<file path="config.mk">
export PLATFORM = sky130hd
export DESIGN_NAME = host_port_ctrl
export DESIGN_NICKNAME = d
export VERILOG_FILES = /design/src/rtl/host_port_pkg.sv /design/src/rtl/hp_bus_decode.sv /design/src/rtl/hp_irq.sv /design/src/rtl/hp_testmode_det.sv /design/src/rtl/hp_cmd_regs.sv /design/src/rtl/host_port_ctrl.sv
export SDC_FILE = /design/constraint.sdc
export NUM_CORES = 1
export LEC_CHECK = 0
export CAP_MARGIN = 10
export CELL_PAD_IN_SITES_DETAIL_PLACEMENT = 1
export CELL_PAD_IN_SITES_GLOBAL_PLACEMENT = 1
export CORE_MARGIN = 5
export CORE_UTILIZATION = 39
export CTS_BUF_LIST = sky130_fd_sc_hd__clkbuf_8 sky130_fd_sc_hd__clkbuf_16
export DETAILED_ROUTE_END_ITERATION = 6
export PLACE_DENSITY = 0.88
export SYNTH_ARGS = -nofsm -noshare
export SYNTH_HDL_FRONTEND = slang
export SYNTH_HIERARCHICAL = 1
export SYNTH_SLANG_ARGS = --single-unit
export TNS_END_PERCENT = 5
</file>
<file path="constraint.sdc">
create_clock -name clk -period 2 [get_ports clk]
set_input_delay 0.4 -clock clk [delete_from_list [all_inputs] [get_ports clk]]
set_output_delay 0.4 -clock clk [all_outputs]
set_load 0.005 [all_outputs]
</file>
<file path="src/rtl/host_port_pkg.sv">
`timescale 1ns/1ps
package host_port_pkg;
   localparam logic [7:0] OP_NONE     = 8'h00;
   localparam logic [7:0] OP_SET_MODE = 8'hF3;
   localparam logic [7:0] OP_IRQ_READ = 8'hF4;
   localparam logic [7:0] OP_SET_DMA  = 8'hFB;
   localparam logic [7:0] OP_CHIP_ID  = 8'hFD;

   // position within a command's data phase
   typedef enum logic [1:0] {
      SLOT_FIRST  = 2'd0,
      SLOT_SECOND = 2'd1,
      SLOT_DONE   = 2'd2
   } slot_t;
endpackage

</file>
<file path="src/rtl/hp_bus_decode.sv">
`timescale 1ns/1ps
module hp_bus_decode #(
   parameter bit MUX_ADDR = 1'b0
) (
   input  logic clk,
   input  logic rst_n,
   input  logic ext_rst_n,
   input  logic cs_n,
   input  logic rd_n,
   input  logic wr_n,
   input  logic a0,
   input  logic ale,
   input  logic ale_bit,
   output logic cmd_wr_o,
   output logic dat_wr_o,
   output logic dat_rd_o
);
   logic rd_q, wr_q;
   logic addr_bit;
   logic wr_edge, rd_edge;

   always_ff @(posedge clk or negedge rst_n) begin
      if (!rst_n) begin
         rd_q <= 1'b1;
         wr_q <= 1'b1;
      end else begin
         rd_q <= rd_n;
         wr_q <= wr_n;
      end
   end

   generate
      if (MUX_ADDR) begin : g_mux
         logic addr_q;
         logic unused_pin;
         assign unused_pin = a0;
         always_ff @(posedge clk or negedge rst_n) begin
            if (!rst_n)   addr_q <= 1'b0;
            else if (ale) addr_q <= ale_bit;
         end
         assign addr_bit = addr_q;

         assert_addr_hold_R3: assert property (@(posedge clk) disable iff (!rst_n)
            !ale |=> $stable(addr_q));
      end else begin : g_direct
         logic unused_mux;
         assign unused_mux = ale ^ ale_bit;
         assign addr_bit   = a0;
      end
   endgenerate

   assign wr_edge  = ext_rst_n && !cs_n && !wr_n && wr_q;
   assign rd_edge  = ext_rst_n && !cs_n && !rd_n && rd_q;
   assign cmd_wr_o = wr_edge && addr_bit;
   assign dat_wr_o = wr_edge && !addr_bit;
   assign dat_rd_o = rd_edge && !addr_bit;

   assert_ignore_in_reset_R11: assert property (@(posedge clk) disable iff (!rst_n)
      !ext_rst_n |-> !(cmd_wr_o || dat_wr_o || dat_rd_o));
endmodule

</file>
<file path="src/rtl/hp_irq.sv">
`timescale 1ns/1ps
module hp_irq #(
   parameter int INT_W = 8
) (
   input  logic             clk,
   input  logic             rst_n,
   input  logic             ext_rst_n,
   input  logic [INT_W-1:0] set_i,
   input  logic             clr_i,
   output logic [INT_W-1:0] val_o,
   output logic             int_n_o
);
   logic [INT_W-1:0] pend_q;
   logic [INT_W-1:0] kept;

   // a read clears everything it returned; fresh sets survive
   assign kept = clr_i ? '0 : pend_q;

   always_ff @(posedge clk or negedge rst_n) begin
      if (!rst_n)          pend_q <= '0;
      else if (!ext_rst_n) pend_q <= '0;
      else                 pend_q <= kept | set_i;
   end

   assign val_o   = pend_q;
   assign int_n_o = (pend_q == '0);

   assert_irq_level_R8: assert property (@(posedge clk) disable iff (!rst_n)
      (!int_n_o && !clr_i && ext_rst_n) |=> !int_n_o);
   assert_irq_keep_new_R9: assert property (@(posedge clk) disable iff (!rst_n)
      (clr_i && (set_i != '0) && ext_rst_n) |=> !int_n_o);
endmodule

</file>
<file path="src/rtl/hp_testmode_det.sv">
`timescale 1ns/1ps
module hp_testmode_det (
   input  logic clk,
   input  logic rst_n,
   input  logic ext_rst_n,
   input  logic cs_n,
   output logic flag_o
);
   logic cs_q, er_q;
   logic cs_hit, er_hit;

   assign cs_hit = !ext_rst_n && !er_q && (cs_n != cs_q);
   assign er_hit = !cs_n && !cs_q && (ext_rst_n != er_q);

   always_ff @(posedge clk or negedge rst_n) begin
      if (!rst_n) begin
         cs_q   <= 1'b1;
         er_q   <= 1'b1;
         flag_o <= 1'b0;
      end else begin
         cs_q <= cs_n;
         er_q <= ext_rst_n;
         if (cs_hit || er_hit) flag_o <= 1'b1;
      end
   end

   assert_flag_sticky_R10: assert property (@(posedge clk) disable iff (!rst_n)
      flag_o |=> flag_o);
endmodule

</file>
<file path="src/rtl/hp_cmd_regs.sv">
`timescale 1ns/1ps
module hp_cmd_regs
   import host_port_pkg::*;
#(
   parameter int          DW           = 8,
   parameter int          INT_W        = 8,
   parameter logic [15:0] CHIP_ID      = 16'h1012,
   parameter logic [7:0]  CLKDIV_RST   = 8'h0B,
   parameter int          SOFTCONN_BIT = 4
) (
   input  logic             clk,
   input  logic             rst_n,
   input  logic             ext_rst_n,
   input  logic             cmd_wr,
   input  logic             dat_wr,
   input  logic             dat_rd,
   input  logic [DW-1:0]    wdata,
   input  logic [INT_W-1:0] irq_val,
   output logic [DW-1:0]    rdata,
   output logic [DW-1:0]    cfg_o,
   output logic [DW-1:0]    clkdiv_o,
   output logic [DW-1:0]    dma_o,
   output logic             irq_clr
);
   localparam logic [DW-1:0] ID_LO  = CHIP_ID[7:0];
   localparam logic [DW-1:0] ID_HI  = CHIP_ID[15:8];
   localparam int            PAD_W  = DW - INT_W;

   generate
      if (DW != 8) begin : g_bad_dw
         $error("hp_cmd_regs: DW must be 8");
      end
      if (INT_W < 1 || INT_W > DW) begin : g_bad_int
         $error("hp_cmd_regs: INT_W must be 1..DW");
      end
      if (SOFTCONN_BIT < 0 || SOFTCONN_BIT >= DW) begin : g_bad_sc
         $error("hp_cmd_regs: SOFTCONN_BIT out of range");
      end
   endgenerate

   logic [7:0]    op_q;
   slot_t         slot_q;
   logic [DW-1:0] irq_word;

   generate
      if (PAD_W > 0) begin : g_pad
         assign irq_word = {{PAD_W{1'b0}}, irq_val};
      end else begin : g_nopad
         assign irq_word = irq_val;
      end
   endgenerate

   assign irq_clr = dat_rd && (op_q == OP_IRQ_READ);

   always_ff @(posedge clk or negedge rst_n) begin
      if (!rst_n) begin
         op_q     <= OP_NONE;
         slot_q   <= SLOT_FIRST;
         cfg_o    <= '0;
         clkdiv_o <= CLKDIV_RST;
         dma_o    <= '0;
         rdata    <= '0;
      end else if (!ext_rst_n) begin
         op_q     <= OP_NONE;
         slot_q   <= SLOT_FIRST;
         cfg_o    <= '0;
         clkdiv_o <= CLKDIV_RST;
         dma_o    <= '0;
         rdata    <= '0;
      end else if (cmd_wr) begin
         op_q   <= wdata;
         slot_q <= SLOT_FIRST;
      end else if (dat_wr) begin
         unique case (op_q)
            OP_SET_MODE: begin
               if (slot_q == SLOT_FIRST) begin
                  cfg_o  <= wdata;
                  slot_q <= SLOT_SECOND;
               end else if (slot_q == SLOT_SECOND) begin
                  clkdiv_o <= wdata;
                  slot_q   <= SLOT_DONE;
               end
            end
            OP_SET_DMA: dma_o <= wdata;
            default: ;
         endcase
      end else if (dat_rd) begin
         unique case (op_q)
            OP_SET_DMA:  rdata <= dma_o;
            OP_IRQ_READ: rdata <= irq_word;
            OP_CHIP_ID: begin
               rdata  <= (slot_q == SLOT_FIRST) ? ID_LO : ID_HI;
               slot_q <= (slot_q == SLOT_FIRST) ? SLOT_SECOND : SLOT_FIRST;
            end
            default: rdata <= '0;
         endcase
      end
   end

   assert_cmd_restart_R2: assert property (@(posedge clk) disable iff (!rst_n)
      (cmd_wr && ext_rst_n) |=> (slot_q == SLOT_FIRST));
   assert_clkdiv_hold_R4: assert property (@(posedge clk) disable iff (!rst_n)
      (dat_wr && op_q == OP_SET_MODE && slot_q == SLOT_DONE && ext_rst_n) |=> $stable(clkdiv_o));
   assert_dma_load_R6: assert property (@(posedge clk) disable iff (!rst_n)
      (dat_wr && op_q == OP_SET_DMA && ext_rst_n) |=> (dma_o == $past(wdata)));
endmodule

</file>
<file path="src/rtl/host_port_ctrl.sv">
`timescale 1ns/1ps
module host_port_ctrl #(
   parameter int          DW           = 8,
   parameter int          INT_W        = 8,
   parameter bit          MUX_ADDR     = 1'b0,
   parameter logic [15:0] CHIP_ID      = 16'h1012,
   parameter logic [7:0]  CLKDIV_RST   = 8'h0B,
   parameter int          SOFTCONN_BIT = 4
) (
   input  logic             clk,
   input  logic             rst_n,
   input  logic             ext_rst_n,
   input  logic             cs_n,
   input  logic             rd_n,
   input  logic             wr_n,
   input  logic             a0,
   input  logic             ale,
   input  logic [DW-1:0]    din,
   output logic [DW-1:0]    dout,
   input  logic [INT_W-1:0] irq_src,
   output logic             int_n,
   output logic             soft_conn,
   output logic [DW-1:0]    mode_cfg,
   output logic [DW-1:0]    clk_div,
   output logic [DW-1:0]    dma_cfg,
   output logic             test_mode
);
   logic             cmd_wr, dat_wr, dat_rd;
   logic             irq_clr;
   logic [INT_W-1:0] irq_val;

   hp_bus_decode #(.MUX_ADDR(MUX_ADDR)) u_dec (
      .clk(clk), .rst_n(rst_n), .ext_rst_n(ext_rst_n),
      .cs_n(cs_n), .rd_n(rd_n), .wr_n(wr_n), .a0(a0),
      .ale(ale), .ale_bit(din[0]),
      .cmd_wr_o(cmd_wr), .dat_wr_o(dat_wr), .dat_rd_o(dat_rd)
   );

   hp_cmd_regs #(
      .DW(DW), .INT_W(INT_W), .CHIP_ID(CHIP_ID),
      .CLKDIV_RST(CLKDIV_RST), .SOFTCONN_BIT(SOFTCONN_BIT)
   ) u_regs (
      .clk(clk), .rst_n(rst_n), .ext_rst_n(ext_rst_n),
      .cmd_wr(cmd_wr), .dat_wr(dat_wr), .dat_rd(dat_rd),
      .wdata(din), .irq_val(irq_val),
      .rdata(dout), .cfg_o(mode_cfg), .clkdiv_o(clk_div),
      .dma_o(dma_cfg), .irq_clr(irq_clr)
   );

   hp_irq #(.INT_W(INT_W)) u_irq (
      .clk(clk), .rst_n(rst_n), .ext_rst_n(ext_rst_n),
      .set_i(irq_src), .clr_i(irq_clr),
      .val_o(irq_val), .int_n_o(int_n)
   );

   hp_testmode_det u_tm (
      .clk(clk), .rst_n(rst_n), .ext_rst_n(ext_rst_n),
      .cs_n(cs_n), .flag_o(test_mode)
   );

   assign soft_conn = mode_cfg[SOFTCONN_BIT];

   assert_softconn_follow_R5: assert property (@(posedge clk) disable iff (!rst_n)
      $changed(mode_cfg) |-> (soft_conn == mode_cfg[SOFTCONN_BIT]));
endmodule

</file>
Yosys cells after proc, flatten, opt, wreduce, memory -nomap -nowiden
Index checks and enable logic that the tools add are counted.
{"block": "classes", "eq_ne": 21, "mux": 34, "n_bitwise": 1, "reduce_logical": 28}
{"operator": "$mux 8", "count": 23}
{"operator": "$eq 8x8->1 const B", "count": 4}
{"operator": "$pmux 8 s3", "count": 1}
{"operator": "$mux 2", "count": 9}
{"operator": "$ne 2x1->1 const B", "count": 7}
{"operator": "$logic_and 1x1->1", "count": 13}
{"operator": "$logic_not 8->1", "count": 1}
{"operator": "$ne 4x1->1 const B", "count": 2}
{"operator": "$or 8x8->8", "count": 1}
{"operator": "$reduce_and 4->1", "count": 2}
{"operator": "$logic_not 1->1", "count": 7}
{"operator": "$ne 2x2->1 const B", "count": 3}
{"operator": "$reduce_and 3->1", "count": 2}
{"operator": "$ne 5x3->1 const B", "count": 1}
{"operator": "$reduce_and 5->1", "count": 1}
{"operator": "$ne 4x3->1 const B", "count": 1}
{"operator": "$eq 2x1->1 const B", "count": 1}
{"operator": "$logic_not 2->1", "count": 1}
{"operator": "$ne 1x1->1", "count": 2}
{"operator": "$logic_or 1x1->1", "count": 1}
{"operator": "$mux 1", "count": 1}
{"block": "word_totals", "register_bits": 55, "input_bits": 24, "out_inout_bits": 35, "word_cells": 96}

Logic depth before layout (Yosys ltp)
Gate-level depths: netlist (run 1).
{"block": "logic_depth", "word_depth": 9, "depth_mapped": 7, "ltp_nobuf": 6}

Cells and area by module
Netlist (run 1), hierarchy kept.
{"module": "hp_cmd_regs", "instances": 1, "cells_per_inst": 179, "area_per_inst_um2": 2013.2, "seq_area_each_um2": 1054.8}
{"module": "hp_irq", "instances": 1, "cells_per_inst": 28, "area_per_inst_um2": 332.8, "seq_area_each_um2": 200.2}
{"module": "hp_bus_decode", "instances": 1, "cells_per_inst": 6, "area_per_inst_um2": 130.1, "seq_area_each_um2": 52.6}
{"module": "hp_testmode_det", "instances": 1, "cells_per_inst": 10, "area_per_inst_um2": 127.6, "seq_area_each_um2": 77.6}
{"module": "host_port_ctrl", "instances": 1, "cells_per_inst": 1, "area_per_inst_um2": 7.5, "seq_area_each_um2": 0.0}

Worst setup path before layout (run 1)
OpenSTA, ideal clock, no wires.
{"block": "synth_timing", "path_type": "input -> register", "from": "in cs_n", "to": "reg u_regs.dma_o[0]", "setup_ns": 0.120, "arrival_time_ns": 1.739, "t_required_ns": 1.880, "slack_ns": 0.141, "cell_stages": 7, "path_buffers": 1, "path_cell_list": "nand2b_4 -> nor4b_2 -> and4bb_2 -> and4_1 -> buf_4 -> mux2i_1 -> nor2b_1"}
{"block": "synth_via", "elab_chain_cells": 7, "elab_cells_between_ends": 9, "cone_classes": "2 x eq/ne; 7 x reduce/logical"}
{"element": "start: declaration", "line_no": "host_port_ctrl.sv:13", "text": "input logic cs_n,"}
{"element": "$logic_not 1->1", "line_no": "hp_bus_decode.sv:52", "text": "assign wr_edge = ext_rst_n && !cs_n && !wr_n && wr_q;"}
{"element": "$logic_and 1x1->1 (3 in a row)", "line_no": "hp_bus_decode.sv:52"}
{"element": "$logic_and 1x1->1", "line_no": "hp_bus_decode.sv:55", "text": "assign dat_wr_o = wr_edge && !addr_bit;"}
{"element": "net dat_wr", "line_no": "host_port_ctrl.sv:28", "text": "logic cmd_wr, dat_wr, dat_rd;"}
{"element": "$ne 2x1->1 (no source line)"}
{"element": "$reduce_and 3->1 (no source line)"}
{"element": "end signal: assignment", "line_no": "hp_cmd_regs.sv:84", "text": "OP_SET_DMA: dma_o <= wdata;"}
{"element": "end: declaration", "line_no": "hp_cmd_regs.sv:22", "text": "output logic [DW-1:0] dma_o,"}
The timed path passes the listed nets, and every way through them passes these cells.
A chain may end at the register's enable or synchronous reset.

Worst setup path after layout (run 1)
{"block": "layout_timing", "from": "reg u_irq.pend_q[4], in the netlist u_irq/val_o[4]", "to": "out int_n"}
{"block": "layout_via", "elab_chain_cells": 1}
{"element": "start: declaration", "line_no": "hp_irq.sv:13", "text": "logic [INT_W-1:0] pend_q;"}
{"element": "start signal: assignment", "line_no": "hp_irq.sv:22", "text": "else pend_q <= kept | set_i;"}
{"element": "$logic_not 8->1", "line_no": "hp_irq.sv:26", "text": "assign int_n_o = (pend_q == '0);"}
{"element": "end: declaration", "line_no": "host_port_ctrl.sv:21", "text": "output logic int_n,"}
No other way between the ends.

==> impl_metrics.env, run 1 <==
export IMPL_post_place_ws_ns=-0.443
export IMPL_hold_class="primary input to asynchronous set/reset pin"
export IMPL_wl_met3_um=245
export IMPL_drive_above_1_share_pct=15.8
export IMPL_seqPwrFrac_pct=58.9
export IMPL_slew_headroom_pct=66.0
export IMPL_period_minus_slack_ns=1.91
export IMPL_insertion_delay_ns=0.32
export IMPL_synthDistinctLibCells=44
export IMPL_final_area_um2=3460
export IMPL_cell_internal_pwr_mw=1.46
export IMPL_wire_per_inst_um=19.5
export IMPL_rr_worst_depth=6
export IMPL_irDropWorstVdd_mv=0.346
export IMPL_track_usage_pct=17.8
export IMPL_cts_num_sinks=55
export IMPL_power_switching_share_pct=24.9
export IMPL_switching_power_uw=484
export IMPL_synth_nets=250
export IMPL_rows=29
export IMPL_rsz0062_at_grt="no"
export IMPL_hold_viol=0
export IMPL_grt_pass1_wl_um=11900
export IMPL_setup_viol=0
export IMPL_die_area_um2=8430
export IMPL_portBuffers=57
export IMPL_synth_avg_cell_area_um2=11.7
export IMPL_fmax_ghz=0.524
export IMPL_grt_pass1_vias=2268
export IMPL_fin_ws_ns=0.0906
export IMPL_overflow=0
export IMPL_placed_cells=359
export IMPL_critPathRequiredTime_ns=1.60
export IMPL_cp_top_family="simple AND/OR/NAND/NOR gates"
export IMPL_gp_congestion=0.795
export IMPL_syn_area_um2=2610
export IMPL_drc_errors=0
export IMPL_arrival_ns=1.51
export IMPL_initial_utilization_pct=40.7
export IMPL_final_cell_count_no_fill=369
export IMPL_finClkSkew_ns=0.00725
export IMPL_cts_tree="done"
export IMPL_fp_dieW_um=91.8
export IMPL_rr_endpoint="u_regs/rdata[7]"
export IMPL_r2r_start="u_dec/wr_q"
export IMPL_wl_um=7210
export IMPL_path_clk_slew_ns=0.10
export IMPL_hpwlAfterDp_um=5070
export IMPL_critical_path_class="register to output port"
export IMPL_powerDensity_nw_per_um2=563
export IMPL_syn_inst=224
export IMPL_ant_nets=0
export IMPL_critPathMaxStageDelay_ns=0.52
export IMPL_worst_path_stages=3
export IMPL_startpoint_type="register"
export IMPL_end_kind="output port"
export IMPL_pwr_share_comb_pct=9.0
export IMPL_crit_slowest_cell="or4_1"
export IMPL_tightest_slew_ns=0.510
export IMPL_crit_fanout=2
export IMPL_clock_root_buffer="clkbuf_8"
export IMPL_final_common_cell="clkdlybuf4s50_1"
export IMPL_highest_layer="met4"
export IMPL_vias=2028
export IMPL_p_leak_nw=1.43
export IMPL_crit_chain="or4_1 > nor2_1 > buf_2"
export IMPL_grt_max_degree=54
export IMPL_cts_max_level=2
export IMPL_nets=317
export IMPL_area_growth_pct=32.3
export IMPL_diodes=0
export IMPL_final_min_period_over_clock_period_pct=95.5
export IMPL_initialDrtViolationCount=98
export IMPL_wl_met1_um=3110
export IMPL_synth_seq_area_share_pct=53.0
export IMPL_via_per_inst=5.50
export IMPL_clkPwrFrac_pct=32.1
export IMPL_post_route_util_pct=53.8
export IMPL_cts_buffers=5
export IMPL_cap_viol_max_count=0
export IMPL_outcome="completed"
export IMPL_slew_viol_final=0
export IMPL_io_pin_count=59
export IMPL_yosysWarningCount=6
export IMPL_drtPass1Iterations=4
export IMPL_ys_seq_elements=55
export IMPL_core_area_um2=6420
export IMPL_cts_path_max_buffers=2
export IMPL_antenna_found_initial=0
export IMPL_layout_common_cells="clkdlybuf4s50_1, dfrtp_1, nor2b_1"
export IMPL_place_area_um2=3340
export IMPL_r2r_slack_ns=0.15
export IMPL_dieHeight_um=91.8
export IMPL_dr_wl_met2_um=3730
export IMPL_crit_buf_inv=1
==> registers in the layout, summed over array words and instances, names as in the netlist <==
signal,count
u_tm/flag_o,1
u_dec/wr_q,1
u_regs/dma_o,8
u_dec/rd_q,1
u_regs/clkdiv_o,8
u_regs/rdata,8
u_regs/slot_q,2
u_regs/cfg_o,8
u_tm/er_q,1
u_irq/val_o,8
u_regs/op_q,8
u_tm/cs_q,1
==> cell type report <==
cell class / count / area (um^2)
clock buffer: 5 / 68.8
clock inverter: 3 / 20.0
fill: 686 / 2970
inverter: 4 / 15.0
multi-input combinational: 151 / 1150
sequential: 55 / 1390
tap: 77 / 96.3
timing repair buffer: 74 / 719
==> Yosys cell counts <==
master	n	area share (%)
nor3b_1	1	0.29
and2_1	1	0.24
o2bb2ai_1	2	0.67
nand3_1	16	3.1
or4_1	2	0.57
inv_1	4	0.57
buf_4	2	0.57
nor3_1	2	0.38
a21oi_1	1	0.19
nor4b_4	2	1.8
o21a_1	9	2.6
nor4bb_4	1	0.96
a32o_1	1	0.38
nand2b_1	2	0.48
nor2b_1	26	6.2
clkbuf_1	7	1.0
o21ai_1	13	2.5
nor2_1	4	0.57
nand2b_4	1	0.53
dfstp_2	7	7.0
and2b_1	1	0.29
a22o_1	14	4.7
o21ai_0	1	0.19
a2111oi_4	1	1.1
buf_1	1	0.14
a211o_1	1	0.34
nor4b_2	1	0.57
buf_6	1	0.43
nand2_2	1	0.24
a221o_1	1	0.38
xnor2_2	1	0.62
nand2_1	12	1.7
and4bb_2	1	0.48
and2b_2	1	0.34
mux2i_1	19	7.3
a22oi_1	1	0.29
buf_2	3	0.57
nor4bb_1	1	0.38
ha_1	2	0.96
nand4_1	3	0.72
dfrtp_1	48	46
a31oi_1	1	0.24
o21ba_2	1	0.38
and4_1	3	1.0
==> how the worst max path moves through the flow <==
stage | start | end | slack (ns)
CTS | wr_n | u_regs/rdata[7] | 0.03
detailed placement | cs_n | u_regs/dma_o[3] | -0.44
floorplan | cs_n | u_regs/dma_o[0] | 0.14
finish | u_irq/val_o[4] | int_n | 0.09
global route | u_irq/val_o[4] | int_n | 0.004
global placement | cs_n | u_regs/dma_o[3] | -0.36
==> power by group through the flow <==
stage,Sequential [mW],Combinational [mW],Clock (mW)
2_1_floorplan,1.16,0.0686,0
3_3_place_gp,1.17,0.165,0
3_5_place_dp,1.17,0.172,0
4_1_cts,1.15,0.176,0.647
5_1_grt,1.15,0.192,0.697
6_report,1.15,0.174,0.625
==> per-stage QoR <==
step,hold WS (ns),TNS [ns],total power [mW]
finish,0.0413,0,1.94
global route,0.0700,0,2.04
CTS,0.0468,0,1.97
detailed placement,0.403,-13.44,1.34
global placement,0.399,-10.48,1.33
floorplan,0.104,0,1.23
==> kinds of logic (layout without fill, tap and decap cells) <==
group                    after synthesis  after routing  synth area share [%]
flip-flops                            55             55                  53.0
multiplexers                          19             19                  7.28
XOR/XNOR                               1              1                 0.623
adder cells (fa/ha/maj)                2              2                 0.958
AO/OA/AOI/OAI                         47             47                  13.9
AND/OR/NAND/NOR                       82             82                  20.9
buffers and inverters                 18             86                  3.31
==> layer usage <==
metal  vias to the layer above  GRT usage, %
met1                      1035          22.8
met4                         0          5.69
met5                         -             0
met3                         8          3.27
met2                        44          30.7
li1                        941             -
==> timing repair <==
| item | in CTS | in global routing |
|---|---|---|
| pin swaps | 3 | 1 |
| gates resized for setup | 9 | 3 |
| endpoints found under the setup margin | 20 | 17 |
| setup buffers | 2 | 0 |
| hold buffers | 0 | 0 |
Power figures use the tool's default switching activity.
==> run 2, diff against run 1 <==
--- a/config.mk
+++ b/config.mk
@@ -10,9 +10,9 @@
 export CELL_PAD_IN_SITES_GLOBAL_PLACEMENT = 1
 export CORE_MARGIN = 5
 export CORE_UTILIZATION = 39
-export CTS_BUF_LIST = sky130_fd_sc_hd__clkbuf_8 sky130_fd_sc_hd__clkbuf_16
 export DETAILED_ROUTE_END_ITERATION = 6
 export PLACE_DENSITY = 0.88
+export SETUP_SLACK_MARGIN = 0.15
 export SYNTH_ARGS = -nofsm -noshare
 export SYNTH_HDL_FRONTEND = slang
 export SYNTH_HIERARCHICAL = 1
==> impl_metrics.env, run 2 (synthesized netlist as in run 1, its figures left out) <==
export IMPL_layout_common_cells="clkdlybuf4s50_1, dfrtp_1, nor2b_1"
export IMPL_diodes=0
export IMPL_gp_congestion=0.759
export IMPL_cts_max_level=2
export IMPL_grt_pass1_vias=2317
export IMPL_die_area_um2=8430
export IMPL_drc_errors=0
export IMPL_vias=2054
export IMPL_fp_dieW_um=91.8
export IMPL_grtUsageMet2_pct=32.1
export IMPL_hpwlAfterDp_um=5020
export IMPL_hold_class="primary input to asynchronous set/reset pin"
export IMPL_hold_viol=0
export IMPL_finClkSkew_ns=0.00981
export IMPL_finalPower_mw=2.11
export IMPL_antenna_found_initial=0
export IMPL_cts_path_max_buffers=2
export IMPL_cap_viol_max_count=0
export IMPL_period_minus_slack_ns=1.88
export IMPL_crit_fanout=8
export IMPL_grt_most_used_layer="met2"
export IMPL_track_usage_pct=18.2
export IMPL_use_met3_pct=3.19
export IMPL_final_common_cell="clkdlybuf4s50_1"
export IMPL_final_min_period_over_clock_period_pct=93.9
export IMPL_tns_ns=0
export IMPL_via_per_inst=5.49
export IMPL_dieHeight_um=91.8
export IMPL_cts_num_sinks=55
export IMPL_critical_path_class="register to register"
export IMPL_core_area_um2=6420
export IMPL_whs_ns=0.00317
export IMPL_path_clk_slew_ns=0.10
export IMPL_ctsHoldBuffers=0
export IMPL_area_growth_pct=36.3
export IMPL_slew_headroom_pct=65.1
export IMPL_slew_viol_final=0
export IMPL_outcome="completed"
export IMPL_startpoint_type="register"
export IMPL_io_pin_count=59
export IMPL_insertion_delay_ns=0.31
export IMPL_final_cell_count_no_fill=374
export IMPL_fillers=689
export IMPL_irDropWorstVdd_mv=0.521
export IMPL_critPathRequiredTime_ns=2.20
export IMPL_clock_root_buffer="clkbuf_8"
export IMPL_cts_buffers=5
export IMPL_grt_pass1_wl_um=12000
export IMPL_arrival_ns=2.08
export IMPL_powerDensity_nw_per_um2=593
export IMPL_ant_nets=0
export IMPL_wl_um=7410
export IMPL_drtPass1Iterations=4
export IMPL_overflow=0
export IMPL_end_kind="register"
export IMPL_placed_cells=360
export IMPL_wire_per_inst_um=19.8
export IMPL_tightest_slew_ns=0.523
export IMPL_rsz0062_at_grt="yes"
export IMPL_grt_met1_usage_pct=22.3
export IMPL_initialDrtViolationCount=86
export IMPL_fmax_ghz=0.533
export IMPL_rows=29
export IMPL_initial_utilization_pct=40.7
export IMPL_setup_viol=0
export IMPL_nets=322
export IMPL_drive_above_1_share_pct=18.9
export IMPL_p_leak_nw=1.48
export IMPL_grt_max_degree=54
export IMPL_portBuffers=57
export IMPL_post_route_util_pct=55.4
export IMPL_cts_tree="done"
run 2: layout make-up:
cell class / count / area [um^2] / share of cell area, %
flip-flops and latches: 55 / 1390 / 38.9
multi-input cells: 151 / 1180 / 33.1
repair buffers: 79 / 764 / 21.5
well taps: 77 / 96.3 / 2.71
clock buffers: 6 / 82.6 / 2.32
clock inverters: 2 / 38.8 / 1.09
inverters: 4 / 15.0 / 0.422
run 2: metrics by stage:
step                setup slack [ns]  cell area, um^2
floorplan                      0.195             2620
global placement              -0.366             3370
detailed placement            -0.472             3370
CTS                            0.115             3530
global route                  0.0695             3560
finish                         0.122             3560
run 2: metal layers:
metal  wire [um]  vias to the layer above
met5           0                        -
met4         139                        0
met3         222                       11
met2        3980                       39
met1        3070                     1056
li1            -                      948
run 2: worst max-delay path: stages, from the launching register on:
cell and delay, ns:
dfstp_2 0.55, nor4b_4 0.24, and4bb_2 0.30, and4_4 0.24, buf_12 0.14, mux2i_2 0.23, nor2b_1 0.07
run 2: power breakdown:
group | internal [mW] | switching, mW | leakage (nW) | total, mW
registers | 1.13 | 0.0129 | 0.727 | 1.14
clock network | 0.412 | 0.376 | 0.0618 | 0.789
logic | 0.0857 | 0.0902 | 0.691 | 0.176
run 2: path summary, 6_finish.rpt:
check | start | to | slack [ns] | cells after the start
min reg2reg | u_tm/flag_o | u_tm/flag_o | 0.51 | 1
min in group clk | cs_n | u_tm/cs_q | 0.29 | 1
max in group asynchronous | rst_n | u_tm/er_q | 1.39 | 2
min | rst_n | u_regs/clkdiv_o[4] | 0.003 | 1
max reg2reg | u_dec/wr_q | u_regs/dma_o[4] | 0.12 | 6
max | u_dec/wr_q | u_regs/dma_o[4] | 0.12 | 6
run 2: what timing repair did:
action / CTS / global route
buffers inserted: 3 / 3
resized for setup: 15 / 2
setup endpoints to repair: 36 / 25
pin swaps: 3 / 3
